**config.mk**
```make
export PLATFORM = sky130hd
export DESIGN_NAME = alu_exec
export DESIGN_NICKNAME = d
export VERILOG_FILES = /design/src/rtl/alu_pkg.sv /design/src/rtl/alu_imm_ext.sv /design/src/rtl/alu_addsub.sv /design/src/rtl/alu_logic.sv /design/src/rtl/alu_shift.sv /design/src/rtl/alu_exec.sv
export SDC_FILE = /design/constraint.sdc
export NUM_CORES = 1
export LEC_CHECK = 0
export BUFFER_PORTS_ARGS = -buffer_cell sky130_fd_sc_hd__buf_2
export CORE_MARGIN = 4
export CORE_UTILIZATION = 40
export DETAILED_ROUTE_END_ITERATION = 6
export GPL_TIMING_DRIVEN = 1
export PLACE_DENSITY = 0.64
export SLEW_MARGIN = 30
export SYNTH_ARGS = -nofsm -noshare
export SYNTH_HDL_FRONTEND = slang
export SYNTH_SLANG_ARGS = --single-unit
```
**constraint.sdc**
```tcl
create_clock -name clk_i -period 4.59 [get_ports clk_i]
set_input_delay 0.918 -clock clk_i [delete_from_list [all_inputs] [get_ports clk_i]]
set_output_delay 0.918 -clock clk_i [all_outputs]
set_load 0.1 [all_outputs]
```
**src/rtl/alu_pkg.sv**
```systemverilog
package alu_pkg;

    typedef enum logic [3:0] {
        OP_ADD  = 4'd0,
        OP_ADDU = 4'd1,
        OP_SUB  = 4'd2,
        OP_SUBU = 4'd3,
        OP_AND  = 4'd4,
        OP_OR   = 4'd5,
        OP_XOR  = 4'd6,
        OP_NOR  = 4'd7,
        OP_SLL  = 4'd8,
        OP_SRL  = 4'd9,
        OP_SRA  = 4'd10,
        OP_LUI  = 4'd11
    } alu_op_e;

    typedef enum logic [1:0] {
        LG_AND = 2'd0,
        LG_OR  = 2'd1,
        LG_XOR = 2'd2,
        LG_NOR = 2'd3
    } logic_fn_e;

endpackage

```
**src/rtl/alu_imm_ext.sv**
```systemverilog
module alu_imm_ext #(
    parameter int XLEN  = 32,
    parameter int IMM_W = 16
) (
    input  logic [IMM_W-1:0] imm_i,
    input  logic             sign_ext_i,
    output logic [XLEN-1:0]  ext_o
);
    localparam int PAD_W = XLEN - IMM_W;

    logic fill;

    always_comb begin
        fill  = sign_ext_i & imm_i[IMM_W-1];
        ext_o = {{PAD_W{fill}}, imm_i};
    end
endmodule

```
**src/rtl/alu_addsub.sv**
```systemverilog
module alu_addsub #(
    parameter int XLEN = 32
) (
    input  logic [XLEN-1:0] a_i,
    input  logic [XLEN-1:0] b_i,
    input  logic            sub_i,
    output logic [XLEN-1:0] sum_o,
    output logic            sovf_o
);
    localparam int MSB = XLEN - 1;

    logic [XLEN-1:0] b_eff;
    logic [XLEN-1:0] cin;

    always_comb begin
        b_eff  = sub_i ? ~b_i : b_i;
        cin    = {{(XLEN-1){1'b0}}, sub_i};
        sum_o  = a_i + b_eff + cin;
        // operands agree in sign, result disagrees
        sovf_o = (a_i[MSB] == b_eff[MSB]) && (sum_o[MSB] != a_i[MSB]);
    end
endmodule

```
**src/rtl/alu_logic.sv**
```systemverilog
module alu_logic
    import alu_pkg::*;
#(
    parameter int XLEN = 32
) (
    input  logic [XLEN-1:0] a_i,
    input  logic [XLEN-1:0] b_i,
    input  logic_fn_e       fn_i,
    output logic [XLEN-1:0] res_o
);
    always_comb begin
        unique case (fn_i)
            LG_AND:  res_o = a_i & b_i;
            LG_OR:   res_o = a_i | b_i;
            LG_XOR:  res_o = a_i ^ b_i;
            LG_NOR:  res_o = ~(a_i | b_i);
            default: res_o = '0;
        endcase
    end
endmodule

```
**src/rtl/alu_shift.sv**
```systemverilog
module alu_shift #(
    parameter int XLEN = 32,
    parameter int SHW  = $clog2(XLEN)
) (
    input  logic [XLEN-1:0] val_i,
    input  logic [SHW-1:0]  amt_i,
    input  logic            left_i,
    input  logic            arith_i,
    output logic [XLEN-1:0] res_o
);
    logic [XLEN-1:0] rev_in;
    logic [XLEN-1:0] rev_out;
    logic [XLEN-1:0] stg [0:SHW];
    logic            fill;

    // bit reversal lets one right-shifting network also shift left
    for (genvar i = 0; i < XLEN; i++) begin : g_rev
        assign rev_in[i]  = val_i[XLEN-1-i];
        assign rev_out[i] = stg[SHW][XLEN-1-i];
    end

    assign fill   = arith_i & ~left_i & val_i[XLEN-1];
    assign stg[0] = left_i ? rev_in : val_i;

    for (genvar s = 0; s < SHW; s++) begin : g_stage
        localparam int STEP = 1 << s;
        assign stg[s+1] = amt_i[s] ? {{STEP{fill}}, stg[s][XLEN-1:STEP]} : stg[s];
    end

    assign res_o = left_i ? rev_out : stg[SHW];
endmodule

```
**src/rtl/alu_exec.sv**
```systemverilog
module alu_exec
    import alu_pkg::*;
#(
    parameter int XLEN  = 32,
    parameter int IMM_W = 16,
    parameter int SHW   = $clog2(XLEN)
) (
    input  logic             clk_i,
    input  logic             rst_ni,
    input  logic             valid_i,
    input  logic [3:0]       op_i,
    input  logic             use_imm_i,
    input  logic [XLEN-1:0]  rs_i,
    input  logic [XLEN-1:0]  rt_i,
    input  logic [IMM_W-1:0] imm_i,
    input  logic [SHW-1:0]   shamt_i,
    output logic [XLEN-1:0]  result_o,
    output logic             ovf_o,
    output logic             wr_en_o
);
    localparam int LOW_W = XLEN - IMM_W;

    typedef struct packed {
        logic [XLEN-1:0] result;
        logic            ovf;
        logic            wr_en;
    } stage_t;

    stage_t stage_d, stage_q;

    alu_op_e         op;
    logic            is_arith;
    logic            is_sub;
    logic            is_signed;
    logic [XLEN-1:0] imm_ext;
    logic [XLEN-1:0] opnd_b;
    logic [XLEN-1:0] sum;
    logic            sovf;
    logic [XLEN-1:0] lg_res;
    logic [XLEN-1:0] sh_res;
    logic_fn_e       lg_fn;

    always_comb begin
        op        = alu_op_e'(op_i);
        is_arith  = (op == OP_ADD) || (op == OP_ADDU) || (op == OP_SUB) || (op == OP_SUBU);
        is_sub    = (op == OP_SUB) || (op == OP_SUBU);
        is_signed = (op == OP_ADD) || (op == OP_SUB);
        opnd_b    = use_imm_i ? imm_ext : rt_i;
        unique case (op)
            OP_OR:   lg_fn = LG_OR;
            OP_XOR:  lg_fn = LG_XOR;
            OP_NOR:  lg_fn = LG_NOR;
            default: lg_fn = LG_AND;
        endcase
    end

    alu_imm_ext #(.XLEN(XLEN), .IMM_W(IMM_W)) u_ext (
        .imm_i      (imm_i),
        .sign_ext_i (is_arith),
        .ext_o      (imm_ext)
    );

    alu_addsub #(.XLEN(XLEN)) u_addsub (
        .a_i    (rs_i),
        .b_i    (opnd_b),
        .sub_i  (is_sub),
        .sum_o  (sum),
        .sovf_o (sovf)
    );

    alu_logic #(.XLEN(XLEN)) u_logic (
        .a_i   (rs_i),
        .b_i   (opnd_b),
        .fn_i  (lg_fn),
        .res_o (lg_res)
    );

    alu_shift #(.XLEN(XLEN), .SHW(SHW)) u_shift (
        .val_i   (rt_i),
        .amt_i   (shamt_i),
        .left_i  (op == OP_SLL),
        .arith_i (op == OP_SRA),
        .res_o   (sh_res)
    );

    always_comb begin
        stage_d = '0;
        if (valid_i) begin
            unique case (op)
                OP_ADD, OP_SUB: begin
                    stage_d.result = sum;
                    stage_d.ovf    = sovf;
                    stage_d.wr_en  = ~sovf;
                end
                OP_ADDU, OP_SUBU: begin
                    stage_d.result = sum;
                    stage_d.wr_en  = 1'b1;
                end
                OP_AND, OP_OR, OP_XOR, OP_NOR: begin
                    stage_d.result = lg_res;
                    stage_d.wr_en  = 1'b1;
                end
                OP_SLL, OP_SRL, OP_SRA: begin
                    stage_d.result = sh_res;
                    stage_d.wr_en  = 1'b1;
                end
                OP_LUI: begin
                    stage_d.result = {imm_i, {LOW_W{1'b0}}};
                    stage_d.wr_en  = 1'b1;
                end
                default: stage_d = '0;
            endcase
        end
    end

    always_ff @(posedge clk_i) begin
        if (!rst_ni) stage_q <= '0;
        else         stage_q <= stage_d;
    end

    assign result_o = stage_q.result;
    assign ovf_o    = stage_q.ovf;
    assign wr_en_o  = stage_q.wr_en;

    logic unused_signed;
    assign unused_signed = is_signed;
endmodule

```
Word level (Yosys, flattened, before mapping)
Index checks and enable logic that the tools add are counted.
{"block": "classes", "n_eq_ne": 16, "n_mux": 13, "addsub": 2, "bitwise_logic": 10, "n_reduce_logical": 14}
{"cell": "two-way mux 32 bit", "n": 9}
{"cell": "one-hot mux 32 bit (4 select lines)", "n": 2}
{"cell": "NOT 32 bit", "n": 2}
{"cell": "adder 32 x 1 -> 32 bit", "n": 1}
{"cell": "adder 32 bit", "n": 1}
{"cell": "AND 32 bit", "n": 1}
{"cell": "bitwise OR 32 bit", "n": 1}
{"cell": "XOR 32 bit", "n": 1}
{"cell": "equality test 4 x 3 -> 1 bit, second input constant", "n": 4}
{"cell": "equality test 4 bit, second input constant", "n": 4}
{"cell": "OR reduction 10 bit", "n": 1}
{"cell": "equality test 4 x 2 -> 1 bit, second input constant", "n": 2}
{"cell": "OR reduction 4 bit", "n": 2}
{"cell": "one-hot mux 2 bit (3 select lines)", "n": 1}
{"cell": "equality test 2 bit, second input constant", "n": 2}
{"cell": "equality test 4 x 1 -> 1 bit, second input constant", "n": 1}
{"cell": "logical NOT 4 bit", "n": 1}
{"cell": "logical OR 1 bit", "n": 4}
{"cell": "AND 1 bit", "n": 3}
{"cell": "AND reduction 3 bit", "n": 1}
{"cell": "OR reduction 3 bit", "n": 1}
{"cell": "equality test 2 x 1 -> 1 bit, second input constant", "n": 1}
{"cell": "logical NOT 2 bit", "n": 1}
{"cell": "NOT 1 bit", "n": 2}
{"cell": "other kinds (6)", "n": 6}
{"block": "totals", "out_inout_bits": 34, "inputBits": 93, "register_bits": 34}

Longest topological paths before layout
Gate-level depths: netlist of the first run.
{"block": "depth", "depth_word": 14, "ltp_mapped": 15, "ltp_nobuf": 13}

Modules after synthesis
From an unflattened synthesis of the first run, not the netlist that was laid out.
{"block": "unflattened", "hier_cells": 1260, "hier_area_um2": 10251.1}
{"module": "alu_shift", "area_each_um2": 3594.7, "cells_per_inst": 461, "seq_area_each_um2": 0.0, "n_inst": 1}
{"module": "alu_exec", "area_each_um2": 2213.4, "cells_per_inst": 232, "seq_area_each_um2": 680.7, "n_inst": 1}
{"module": "alu_logic", "area_each_um2": 2105.8, "cells_per_inst": 235, "seq_area_each_um2": 0.0, "n_inst": 1}
{"module": "alu_addsub", "area_each_um2": 2090.8, "cells_per_inst": 299, "seq_area_each_um2": 0.0, "n_inst": 1}
{"module": "alu_imm_ext", "area_each_um2": 246.5, "cells_per_inst": 33, "seq_area_each_um2": 0.0, "n_inst": 1}

Worst setup path before layout of the first run
No wires, ideal clock.
{"block": "synth_path", "kind": "input-to-reg", "from": "input port use_imm_i", "to": "register stage_q, in the netlist result_o[30]", "slack_ns": 0.299, "setup_ns": 0.133, "required_time_ns": 4.457, "path_stages": 13, "arrival_ns": 4.158, "path_cell_list": "clkbuf_1 > buf_1 > mux2i_1 > xnor2_1 > ha_1 > and3b_1 > o31ai_1 > a21oi_1 > a32oi_1 > o211ai_1 > a41oi_1 > mux2i_1 > a31oi_1"}
{"block": "synth_via", "elab_chain_cells": 6, "word_cells_on_any_way": 11, "cone_classes": "add/sub: 2; mux: 4; bitwise: 5"}
{"item": "from (decl)", "line_no": "alu_exec.sv:12", "rtl": "input logic use_imm_i,"}
{"item": "two-way mux 32 bit (*)", "line_no": "alu_exec.sv:48", "rtl": "opnd_b = use_imm_i ? imm_ext : rt_i;"}
{"item": "NOT 32 bit", "line_no": "alu_addsub.sv:16", "rtl": "b_eff = sub_i ? ~b_i : b_i;"}
{"item": "two-way mux 32 bit", "line_no": "alu_addsub.sv:16"}
{"item": "adder 32 bit", "line_no": "alu_addsub.sv:18", "rtl": "sum_o = a_i + b_eff + cin;"}
{"item": "adder 32 x 1 -> 32 bit", "line_no": "alu_addsub.sv:18"}
{"item": "one-hot mux 32 bit (4 select lines) (*)", "line_no": "alu_exec.sv:89", "rtl": "unique case (op)"}
{"item": "to (signal assigned)", "line_no": "alu_exec.sv:118", "rtl": "else stage_q <= stage_d;"}
{"item": "to (decl)", "line_no": "alu_exec.sv:29", "rtl": "stage_t stage_d, stage_q;"}
Every way passes the cells marked *; elsewhere a longest branch is shown, timed or not.
A chain may end at the register's enable or synchronous reset.

Final worst setup path of the first run
{"block": "layout_path", "from": "input port use_imm_i", "to": "register stage_q, in the netlist ovf_o"}
{"block": "layout_via", "elab_chain_cells": 7, "word_cells_on_any_way": 8, "cone_classes": "add/sub: 2; eq/ne: 2; mux: 2; bitwise: 1; reduce/logical: 1"}
{"item": "two-way mux 32 bit (*)", "line_no": "alu_exec.sv:48"}
{"item": "NOT 32 bit", "line_no": "alu_addsub.sv:16"}
{"item": "two-way mux 32 bit (*)", "line_no": "alu_addsub.sv:16"}
{"item": "adder 32 bit", "line_no": "alu_addsub.sv:18"}
{"item": "adder 32 x 1 -> 32 bit", "line_no": "alu_addsub.sv:18"}
{"item": "!= test 1 bit", "line_no": "alu_addsub.sv:20", "rtl": "sovf_o = (a_i[MSB] == b_eff[MSB]) && (sum_o[MSB] != a_i[MSB]);"}
{"item": "logical AND 1 bit (*)", "line_no": "alu_addsub.sv:20"}
Marks and branches as above.

==> impl_results.rst, run 1 <==
.. list-table::
   :header-rows: 1

   * - Metric
     - Value
   * - Run status
     - finished, violations left
   * - Failing checks
     - DRC
   * - Instance count of the mapped netlist
     - around 1100
   * - Initial drt markers
     - 1066
   * - Netlist area before placement
     - 8340 um2
   * - Static leakage
     - 4.40 nW
   * - Number of filler cells placed in the layout
     - 2016
   * - Buffers on Ports
     - 126
   * - Mean instance size in the synthesized netlist
     - 7.79 um2
   * - Post-CTS Setup Inserts
     - 0
   * - Routed vias
     - approximately 9100
   * - Core utilization of the finished layout
     - 0.471
   * - Tot GR Track Use
     - 0.270
   * - Chip Width
     - 152 um
   * - Delay of the slowest cell on the worst path
     - 0.48 ns
   * - Final worst-path setup slack
     - between 0.2 and 0.25 ns
   * - Detail Route Antenna Nets
     - 0
   * - Smallest hold slack
     - ~1 ns
   * - Met1 layer usage reported by global route
     - 0.376
   * - Setup WS pre-CTS
     - 0.0326 ns
   * - Setup repair after global routing missed its margin
     - false
   * - Synthesized flop and latch total
     - 34
   * - H-tree depth
     - 2
   * - # DRC
     - 1
   * - Core outline area
     - 20400 um2
   * - Multi-input logic area
     - between 7000 and 8000 um2
   * - Critical-path maximum fanout
     - 28
   * - Wire length of the first global-routing pass
     - 50.1 mm
   * - # clock sinks
     - 34
   * - Most congested layer reported by global routing
     - met2
   * - Critical Path Source
     - use_imm_i
   * - Leading register cell type out of synthesis
     - sky130_fd_sc_hd__dfxtp_1
   * - Sequential cell area
     - 681 um2
   * - # diodes
     - 0
   * - Destination of the worst hold path
     - result_o[27]
   * - Arr. time, crit path
     - 4.58 ns
   * - DIE HEIGHT
     - 152 um
   * - Max-slew headroom
     - 0.402
   * - Worst slew pin tran
     - 0.896 ns
   * - Count of boundary I/O pins
     - 127
   * - Aggregate routed wire length
     - 32.9 mm
   * - Max cap viols
     - 0
   * - Endpoint type of the worst setup path
     - register
   * - Number of core rows
     - 52
   * - Maximum number of pins on one net before global-route repair
     - 70
   * - Maximum count of clock buffers along a single path
     - 2
   * - Startpoint type of the worst setup path
     - input pin
   * - Top achievable clock speed
     - roughly 0.23 GHz
   * - GRT met2 Usage
     - 0.421
   * - Half-perimeter wire length after detailed placement
     - 26.7 mm
   * - Total of hold buffers inserted after clock tree synthesis
     - 0
   * - Die Footprint
     - 23200 um2
   * - Launch point of the worst hold path
     - imm_i[11]
   * - Type of the tightest min-delay check
     - input pin to register
   * - Top post-synthesis cells by area
     - sky130_fd_sc_hd__ha_1 (15%), sky130_fd_sc_hd__mux4_2 (9.5%), sky130_fd_sc_hd__mux2i_1 (8.8%)
   * - Count of warnings emitted by yosys
     - 0
   * - Clock root buffer master
     - sky130_fd_sc_hd__clkbuf_16
   * - Final Net Count
     - 1373
   * - Clock slew at the register clock pins of the worst setup and hold paths
     - around 0.070 ns
   * - Vias in the first global route
     - 8337
   * - Final count of pins violating max slew
     - 0
   * - Syn-to-layout area delta
     - 15.0%
   * - Number of instances in the placed design
     - 1444
   * - Final min period
     - 4.38 ns
   * - Power density over the cells
     - 220 nW/um2
   * - Async set or reset register ratio after synthesis
     - 0
   * - Cell type contributing the most total cell area after synthesis
     - sky130_fd_sc_hd__ha_1
   * - Placer Congestion
     - ~1
   * - Non-filler instance count after layout
     - 1452
   * - Average detailed-routed wire length per instance
     - 22.7 um
   * - Finish-stage setup viols
     - 0
   * - Total global routing overflow
     - 0
   * - Kind of critical path
     - input pin to register
   * - Synthesized netlist net count
     - 1262
   * - Endpoint required time on the critical path
     - 4.79 ns
   * - Final worst path period share
     - 0.954
   * - TritonCTS clock tree
     - built
   * - Post-route setup TNS
     - 0 ns
   * - Number of buffers inserted during clock tree synthesis
     - 5
   * - Hold Path Cell Cnt
     - 3
   * - Share of final-layout standard cells stronger than drive strength 1
     - 0.206
   * - Worst path cell trace
     - buf_2 -> buf_12 -> mux2i_1 -> buf_4 -> xnor2_1 -> ha_1 -> and4_1 -> nand3_1 -> o2bb2ai_1 -> o21ai_1 -> a2111oi_2 -> nor2_1 -> or3_1 -> and4b_1
   * - Max rail drop VDD
     - 0.127 mV
   * - Number of unique standard cell types used by synthesis
     - 77
   * - Global routing met3 resource utilization
     - 0.0619
   * - Slowest stage cell, crit path
     - sky130_fd_sc_hd__mux2i_1
   * - Top cell type's share of synthesized area
     - 0.147
   * - Mean number of vias per cell
     - 6.24
   * - Number of synthesized flops with an enable pin
     - 0
   * - Fraction of the yosys area taken by sequential cells
     - 0.0817
   * - Number of gates given a new drive strength after cts
     - 0
   * - Initial cell density of the core
     - 0.409
   * - Antenna violations before repair
     - 1
   * - Initial DRT Pass Iterations
     - 7
   * - Count of endpoints failing hold in the final timing report
     - 0
per-stage QoR:
step	instance area [um2]	power, W
6_report	9590	0.00211
2_1_floorplan	8340	0.00123
3_3_place_gp	9390	0.00161
3_5_place_dp	9390	0.00161
5_1_grt	9590	0.00224
4_1_cts	9590	0.00209
flip-flops by register name (all words and copies together) (netlist names):
name / count
wr_en_o: 1
result_o: 32
ovf_o: 1
how the worst max path moves through the flow:
stage	to	cells after the start
after floorplan	result_o[30]	13
after global placement	result_o[15]	15
after detailed placement	ovf_o	14
after CTS	ovf_o	14
after global routing	ovf_o	14
final	ovf_o	14
logic make-up (layout without fill, tap and decap cells):
logic type | count (synthesis) | count (layout) | share of synthesized area
compound gates | 341 | 341 | 0.267
xor+xnor | 76 | 76 | 0.0799
fa+ha+maj | 99 | 99 | 0.150
buf+inv | 149 | 261 | 0.0736
flops | 34 | 34 | 0.0817
mux | 122 | 122 | 0.205
simple gates | 249 | 249 | 0.143
Yosys cell counts, types with 7 or more instances:
cell type / count
sky130_fd_sc_hd__nand3_1: 17
sky130_fd_sc_hd__and3_1: 10
sky130_fd_sc_hd__a31oi_1: 13
sky130_fd_sc_hd__nor2_1: 65
sky130_fd_sc_hd__xnor2_1: 56
sky130_fd_sc_hd__a21o_1: 18
sky130_fd_sc_hd__dfxtp_1: 34
sky130_fd_sc_hd__xor2_1: 20
sky130_fd_sc_hd__a22oi_1: 17
sky130_fd_sc_hd__mux4_2: 35
sky130_fd_sc_hd__inv_1: 77
sky130_fd_sc_hd__nand2b_1: 10
sky130_fd_sc_hd__ha_1: 98
sky130_fd_sc_hd__o211ai_1: 17
sky130_fd_sc_hd__nor3_1: 16
sky130_fd_sc_hd__nor2b_1: 11
sky130_fd_sc_hd__o22ai_1: 9
sky130_fd_sc_hd__a221oi_1: 14
sky130_fd_sc_hd__buf_1: 10
sky130_fd_sc_hd__mux2_2: 12
sky130_fd_sc_hd__o21ai_0: 89
sky130_fd_sc_hd__nand2_1: 83
sky130_fd_sc_hd__a21oi_1: 76
sky130_fd_sc_hd__a211o_1: 8
sky130_fd_sc_hd__a211oi_1: 13
sky130_fd_sc_hd__o31ai_1: 7
sky130_fd_sc_hd__a221o_1: 7
sky130_fd_sc_hd__clkbuf_1: 49
sky130_fd_sc_hd__mux2i_1: 73
sky130_fd_sc_hd__or2_2: 7
worst max-delay path, delay by kind of cell:
family / cells / cell delay [ns]
fa+ha+maj: 1 / 0.35
compound gates: 3 / 1.01
buf+inv: 3 / 0.68
mux: 1 / 0.48
xor+xnor: 1 / 0.06
simple gates: 5 / 1.05
layout by cell type, fill, tap and decap left out, types with 13 or more instances in the layout:
cell type	n
sky130_fd_sc_hd__xnor2_1	56
sky130_fd_sc_hd__a31oi_1	13
sky130_fd_sc_hd__a21oi_1	76
sky130_fd_sc_hd__dfxtp_1	34
sky130_fd_sc_hd__mux2i_1	73
sky130_fd_sc_hd__a21o_1	18
sky130_fd_sc_hd__ha_1	98
sky130_fd_sc_hd__buf_2	125
sky130_fd_sc_hd__a22oi_1	17
sky130_fd_sc_hd__nand3_1	17
sky130_fd_sc_hd__xor2_1	20
sky130_fd_sc_hd__nor3_1	16
sky130_fd_sc_hd__o21ai_0	89
sky130_fd_sc_hd__buf_4	46
sky130_fd_sc_hd__a211oi_1	13
sky130_fd_sc_hd__nand2_1	83
sky130_fd_sc_hd__inv_1	77
sky130_fd_sc_hd__mux4_2	35
sky130_fd_sc_hd__o211ai_1	17
sky130_fd_sc_hd__a221oi_1	14
sky130_fd_sc_hd__nor2_1	65
power breakdown:
group | internal (W) | total [W] | switching, W | leakage, nW
Combinational | 0.000492 | 0.00132 | 0.000829 | 4.03
Clock | 0.000313 | 0.000474 | 0.000161 | 0.0940
Sequential | 0.000310 | 0.000317 | 0.00000623 | 0.277
Total | 0.00112 | 0.00211 | 0.000996 | 4.40
routing by layer:
metal | vias to the layer above | wire length (um)
li1 | 4185 | -
met1 | 4290 | 13900
met2 | 515 | 14500
met3 | 75 | 3450
met4 | 2 | 1050
met5 | - | 19
final cells by class:
type,count,area share
Inverter,79,0.0309
Multi-Input combinational cell,887,0.735
Clock inverter,3,0.00718
Timing Repair Buffer,174,0.108
Clock buffer,5,0.0130
Sequential cell,34,0.0710
Tap cell,270,0.0352
Note: power is estimated with default switching activity, not from simulation.
==> inputs of run 2 (changes only) <==
--- a/config.mk
+++ b/config.mk
@@ -5,13 +5,15 @@
 export SDC_FILE = /design/constraint.sdc
 export NUM_CORES = 1
 export LEC_CHECK = 0
+export ABC_AREA = 1
 export BUFFER_PORTS_ARGS = -buffer_cell sky130_fd_sc_hd__buf_2
 export CORE_MARGIN = 4
 export CORE_UTILIZATION = 40
 export DETAILED_ROUTE_END_ITERATION = 6
 export GPL_TIMING_DRIVEN = 1
-export PLACE_DENSITY = 0.64
+export PLACE_DENSITY = 0.63
 export SLEW_MARGIN = 30
 export SYNTH_ARGS = -nofsm -noshare
 export SYNTH_HDL_FRONTEND = slang
+export SYNTH_HIERARCHICAL = 1
 export SYNTH_SLANG_ARGS = --single-unit
==> run 2 against run 1 <==
Effect of this change:
- synthesized cell count increased by 60%
- non-clock buffer count is 29 lower
- critical endpoint is now result_o[20]
- largest power group unchanged
- sequential power hardly changed
- first-iteration DRC count grew 22%
- synthesized area up 18%
- highest routed layer is now met4
- sequential cell count unchanged
- sequential share of layout area fell by 0.55 points
- routed wire length is 22% higher
- the flow now finishes without violations
==> impl_results.rst, run 2 <==
.. list-table::
   :header-rows: 1

   * - Metric
     - Value
   * - Max rail drop VDD
     - 0.144 mV (+13%)
   * - Static leakage
     - 5.73 nW (+30%)
   * - Count of warnings emitted by yosys
     - 6 (+6)
   * - Power density over the cells
     - 205 nW/um2 (-7.1%)
   * - Buffers on Ports
     - 126 (unchanged)
   * - DIE HEIGHT
     - 165 um (+8.4%)
   * - # DRC
     - 0 (-1)
   * - Number of synthesized flops with an enable pin
     - 0 (unchanged)
   * - Detail Route Antenna Nets
     - 0 (unchanged)
   * - Syn-to-layout area delta
     - 5.35%
   * - Final Net Count
     - 1927 (+40%)
   * - Initial DRT Pass Iterations
     - 6 (-1)
   * - Maximum number of pins on one net before global-route repair
     - 35 (-50%)
   * - Antenna violations before repair
     - 0 (-1)
   * - # diodes
     - 0 (unchanged)
   * - Routed vias
     - 11600 (+28%)
   * - Synthesized flop and latch total
     - 34 (unchanged)
   * - Finish-stage setup viols
     - 0 (unchanged)
   * - Launch point of the worst hold path
     - op_i[0]
   * - Post-place instance area
     - 10200 um2 (+8.9%)
   * - Top achievable clock speed
     - 0.263 GHz (+15%)
   * - Async set or reset register ratio after synthesis
     - 0 (unchanged)
   * - Post-CTS Setup Inserts
     - 0 (unchanged)
   * - Smallest hold slack
     - 0.991 ns (-0.0115 ns)
   * - Max cap viols
     - 0 (unchanged)
   * - Number of core rows
     - 57 (+9.6%)
   * - Endpoint type of the worst setup path
     - register
   * - Startpoint type of the worst setup path
     - input pin
   * - Clock root buffer master
     - sky130_fd_sc_hd__clkbuf_16
   * - Number of unique standard cell types used by synthesis
     - 45 (-42%)
   * - Aggregate routed wire length
     - 40.2 mm (+22%)
   * - Number of flip-flops under the largest register name
     - 32 (unchanged)
   * - Share of final-layout standard cells stronger than drive strength 1
     - 0.165 (-0.0415)
   * - Average detailed-routed wire length per instance
     - 19.5 um (-14%)
   * - Cell type contributing the most total cell area after synthesis
     - sky130_fd_sc_hd__nand3_1
   * - Critical-path maximum fanout
     - 19 (-32%)
   * - Tot GR Track Use
     - 0.288 (+0.0183)
   * - Initial cell density of the core
     - 0.406 (-0.00344)
   * - Multi-input logic area
     - 7650 um2 (+8.6%)
   * - Most frequent cells in the layout
     - sky130_fd_sc_hd__nand2_1 (491), sky130_fd_sc_hd__nand3_1 (413), sky130_fd_sc_hd__inv_1 (164), sky130_fd_sc_hd__buf_2 (126), sky130_fd_sc_hd__ha_1 (94)
   * - Arr. time, crit path
     - 3.97 ns (-0.61 ns)
   * - Max-slew headroom
     - 0.389 (-0.0128)
   * - Leading register cell type out of synthesis
     - sky130_fd_sc_hd__dfxtp_1
   * - Final worst-path setup slack
     - 0.783 ns (+0.573 ns)
   * - Destination of the worst hold path
     - ovf_o
   * - Initial drt markers
     - 1298 (+22%)
   * - Top cell types by occurrence after synthesis
     - sky130_fd_sc_hd__nand2_1 (491), sky130_fd_sc_hd__nand3_1 (413), sky130_fd_sc_hd__inv_1 (166)
   * - Core outline area
     - 24300 um2 (+19%)
   * - Die Footprint
     - 27300 um2 (+17%)
   * - Number of filler cells placed in the layout
     - 2705 (+34%)
   * - Commonest non-fill, non-tap cell in the layout
     - sky130_fd_sc_hd__nand2_1
   * - Half-perimeter wire length after detailed placement
     - 32.2 mm (+20%)
   * - Run status
     - completed
   * - Fraction of the yosys area taken by sequential cells
     - 0.0690 (-0.0127)
   * - Mean number of vias per cell
     - 5.63 (-9.9%)
   * - Vias in the first global route
     - 10800 (+29%)
   * - Worst slew pin tran
     - 0.911 ns (+0.0146 ns)
   * - Mean instance size in the synthesized netlist
     - 5.77 um2 (-26%)
   * - Placer Congestion
     - 1.05 (+4.9%)
   * - Post-route setup TNS
     - 0 ns (unchanged)
   * - Hold Path Cell Cnt
     - 4 (+1)
   * - Setup WS pre-CTS
     - 0.501 ns (+0.468 ns)
   * - Synthesized netlist net count
     - 1900 (+51%)
   * - Number of buffers inserted during clock tree synthesis
     - 5 (unchanged)
   * - Total global routing overflow
     - 0 (unchanged)
   * - Count of endpoints failing hold in the final timing report
     - 0 (unchanged)
   * - Chip Width
     - 165 um (+8.4%)
   * - Instance count of the mapped netlist
     - 1712 (+60%)
   * - # clock sinks
     - 34 (unchanged)
   * - Count of boundary I/O pins
     - 127 (unchanged)
   * - Top cell type's share of synthesized area
     - 0.209 (+0.0623)
   * - Wire length of the first global-routing pass
     - 60.9 mm (+21%)
   * - Clock slew at the register clock pins of the worst setup and hold paths
     - 0.07 ns (about the same)
   * - Setup repair after global routing missed its margin
     - false
   * - Total of hold buffers inserted after clock tree synthesis
     - 0 (unchanged)
   * - Maximum count of clock buffers along a single path
     - 2 (unchanged)
   * - TritonCTS clock tree
     - built
   * - Total non-filler cell area in the finished layout
     - 10400 um2 (+8.5%)
   * - Sequential cell area
     - 681 um2 (unchanged)
   * - Type of the tightest min-delay check
     - input pin to register
   * - Top post-synthesis cells by area
     - sky130_fd_sc_hd__nand3_1 (21%), sky130_fd_sc_hd__nand2_1 (19%), sky130_fd_sc_hd__ha_1 (12%)
   * - Final worst path period share
     - 0.829 (-0.125)
   * - H-tree depth
     - 2 (unchanged)
   * - Kind of critical path
     - input pin to register
   * - Final min period
     - 3.81 ns (-0.573 ns)
   * - Number of gates given a new drive strength after cts
     - 0 (unchanged)
   * - Netlist area before placement
     - 9870 um2 (+18%)
   * - Most common cell in the synthesized netlist
     - sky130_fd_sc_hd__nand2_1
   * - Final count of pins violating max slew
     - 0 (unchanged)
   * - Endpoint required time on the critical path
     - 4.76 ns (-0.03 ns)
==> run 2: changes by cell type in the layout (fill, tap and decap cells not counted), moves of 18 or more <==
cell and change:
sky130_fd_sc_hd__xnor2_1 -53, sky130_fd_sc_hd__mux4_2 -35, sky130_fd_sc_hd__nand4_1 +47, sky130_fd_sc_hd__xor2_1 +26
sky130_fd_sc_hd__mux2i_1 -73, sky130_fd_sc_hd__nand2_1 +408, sky130_fd_sc_hd__mux2_2 +18, sky130_fd_sc_hd__o21ai_0 -79
sky130_fd_sc_hd__a21oi_1 -39, sky130_fd_sc_hd__nand2_2 +30, sky130_fd_sc_hd__nor2_1 +19, sky130_fd_sc_hd__buf_4 -29
sky130_fd_sc_hd__nand3_1 +396, sky130_fd_sc_hd__inv_1 +87
==> run 2: power by group <==
group / internal [W] / leakage, nW / switching [W] / total [W]
combinational: 0.000416 / 5.38 / 0.000976 / 0.00139
clock: 0.000257 / 0.0760 / 0.000165 / 0.000421
sequential: 0.000309 / 0.276 / 0.00000499 / 0.000314
total: 0.000982 / 5.73 / 0.00115 / 0.00213
==> run 2: area by class of cell <==
type	instances	share of cell area
multi-input combinational	1372	0.736
timing repair buffer	145	0.0768
inverter	181	0.0663
sequential	34	0.0655
tap	324	0.0390
clock buffer	5	0.0120
clock inverter	3	0.00433
==> run 2: routing by layer <==
layer / wire (um) / vias up / global-route usage
met4: 2440 / 0 / 0.160
met5: 0 / - / 0
met2: 18100 / 549 / 0.457
li1: - / 5628 / -
met3: 3360 / 116 / 0.0479
met1: 16300 / 5322 / 0.372
==> run 2: cell families after synthesis <==
logic type | Yosys count | synth area share
buf+inv | 306 | 0.158
xor+xnor | 49 | 0.0435
flops | 34 | 0.0690
compound gates | 70 | 0.0431
fa+ha+maj | 95 | 0.121
simple gates | 1126 | 0.529
mux | 32 | 0.0365
==> run 2: worst max-delay path, stage by stage <==
cell	delay, ns
sky130_fd_sc_hd__buf_2	0.36
sky130_fd_sc_hd__mux2_2	0.43
sky130_fd_sc_hd__nand2_1	0.15
sky130_fd_sc_hd__and2_1	0.20
sky130_fd_sc_hd__inv_1	0.07
sky130_fd_sc_hd__fa_1	0.42
sky130_fd_sc_hd__inv_1	0.14
sky130_fd_sc_hd__nand3_1	0.08
sky130_fd_sc_hd__nand2_1	0.13
sky130_fd_sc_hd__nand2_1	0.08
sky130_fd_sc_hd__nand2_2	0.10
sky130_fd_sc_hd__nand2_1	0.07
sky130_fd_sc_hd__nand2_2	0.10
sky130_fd_sc_hd__nand3_1	0.13
sky130_fd_sc_hd__nand3_1	0.10
sky130_fd_sc_hd__nand2_1	0.10
sky130_fd_sc_hd__nand2_1	0.10
sky130_fd_sc_hd__nand2_1	0.12
sky130_fd_sc_hd__nor2_1	0.13
sky130_fd_sc_hd__nor2_1	0.04
==> run 2: through the flow <==
stage | std cells | util | total power (W)
2_1_floorplan | 1712 | - | 0.00133
3_3_place_gp | 2056 | 0.421 | 0.00168
3_5_place_dp | 2056 | 0.421 | 0.00168
4_1_cts | 2064 | 0.428 | 0.00211
5_1_grt | 2064 | 0.428 | 0.00228
6_report | 2064 | 0.428 | 0.00213
==> run 2: worst max-delay path by stage <==
stage | to | slack, ns | from | cells after the start
after floorplan | result_o[31] | 1.04 | op_i[2] | 21
after global placement | result_o[29] | 0.44 | use_imm_i | 16
after detailed placement | result_o[22] | 0.50 | use_imm_i | 20
after CTS | result_o[22] | 0.82 | use_imm_i | 20
after global routing | result_o[30] | 0.57 | use_imm_i | 20
final | result_o[20] | 0.78 | use_imm_i | 20
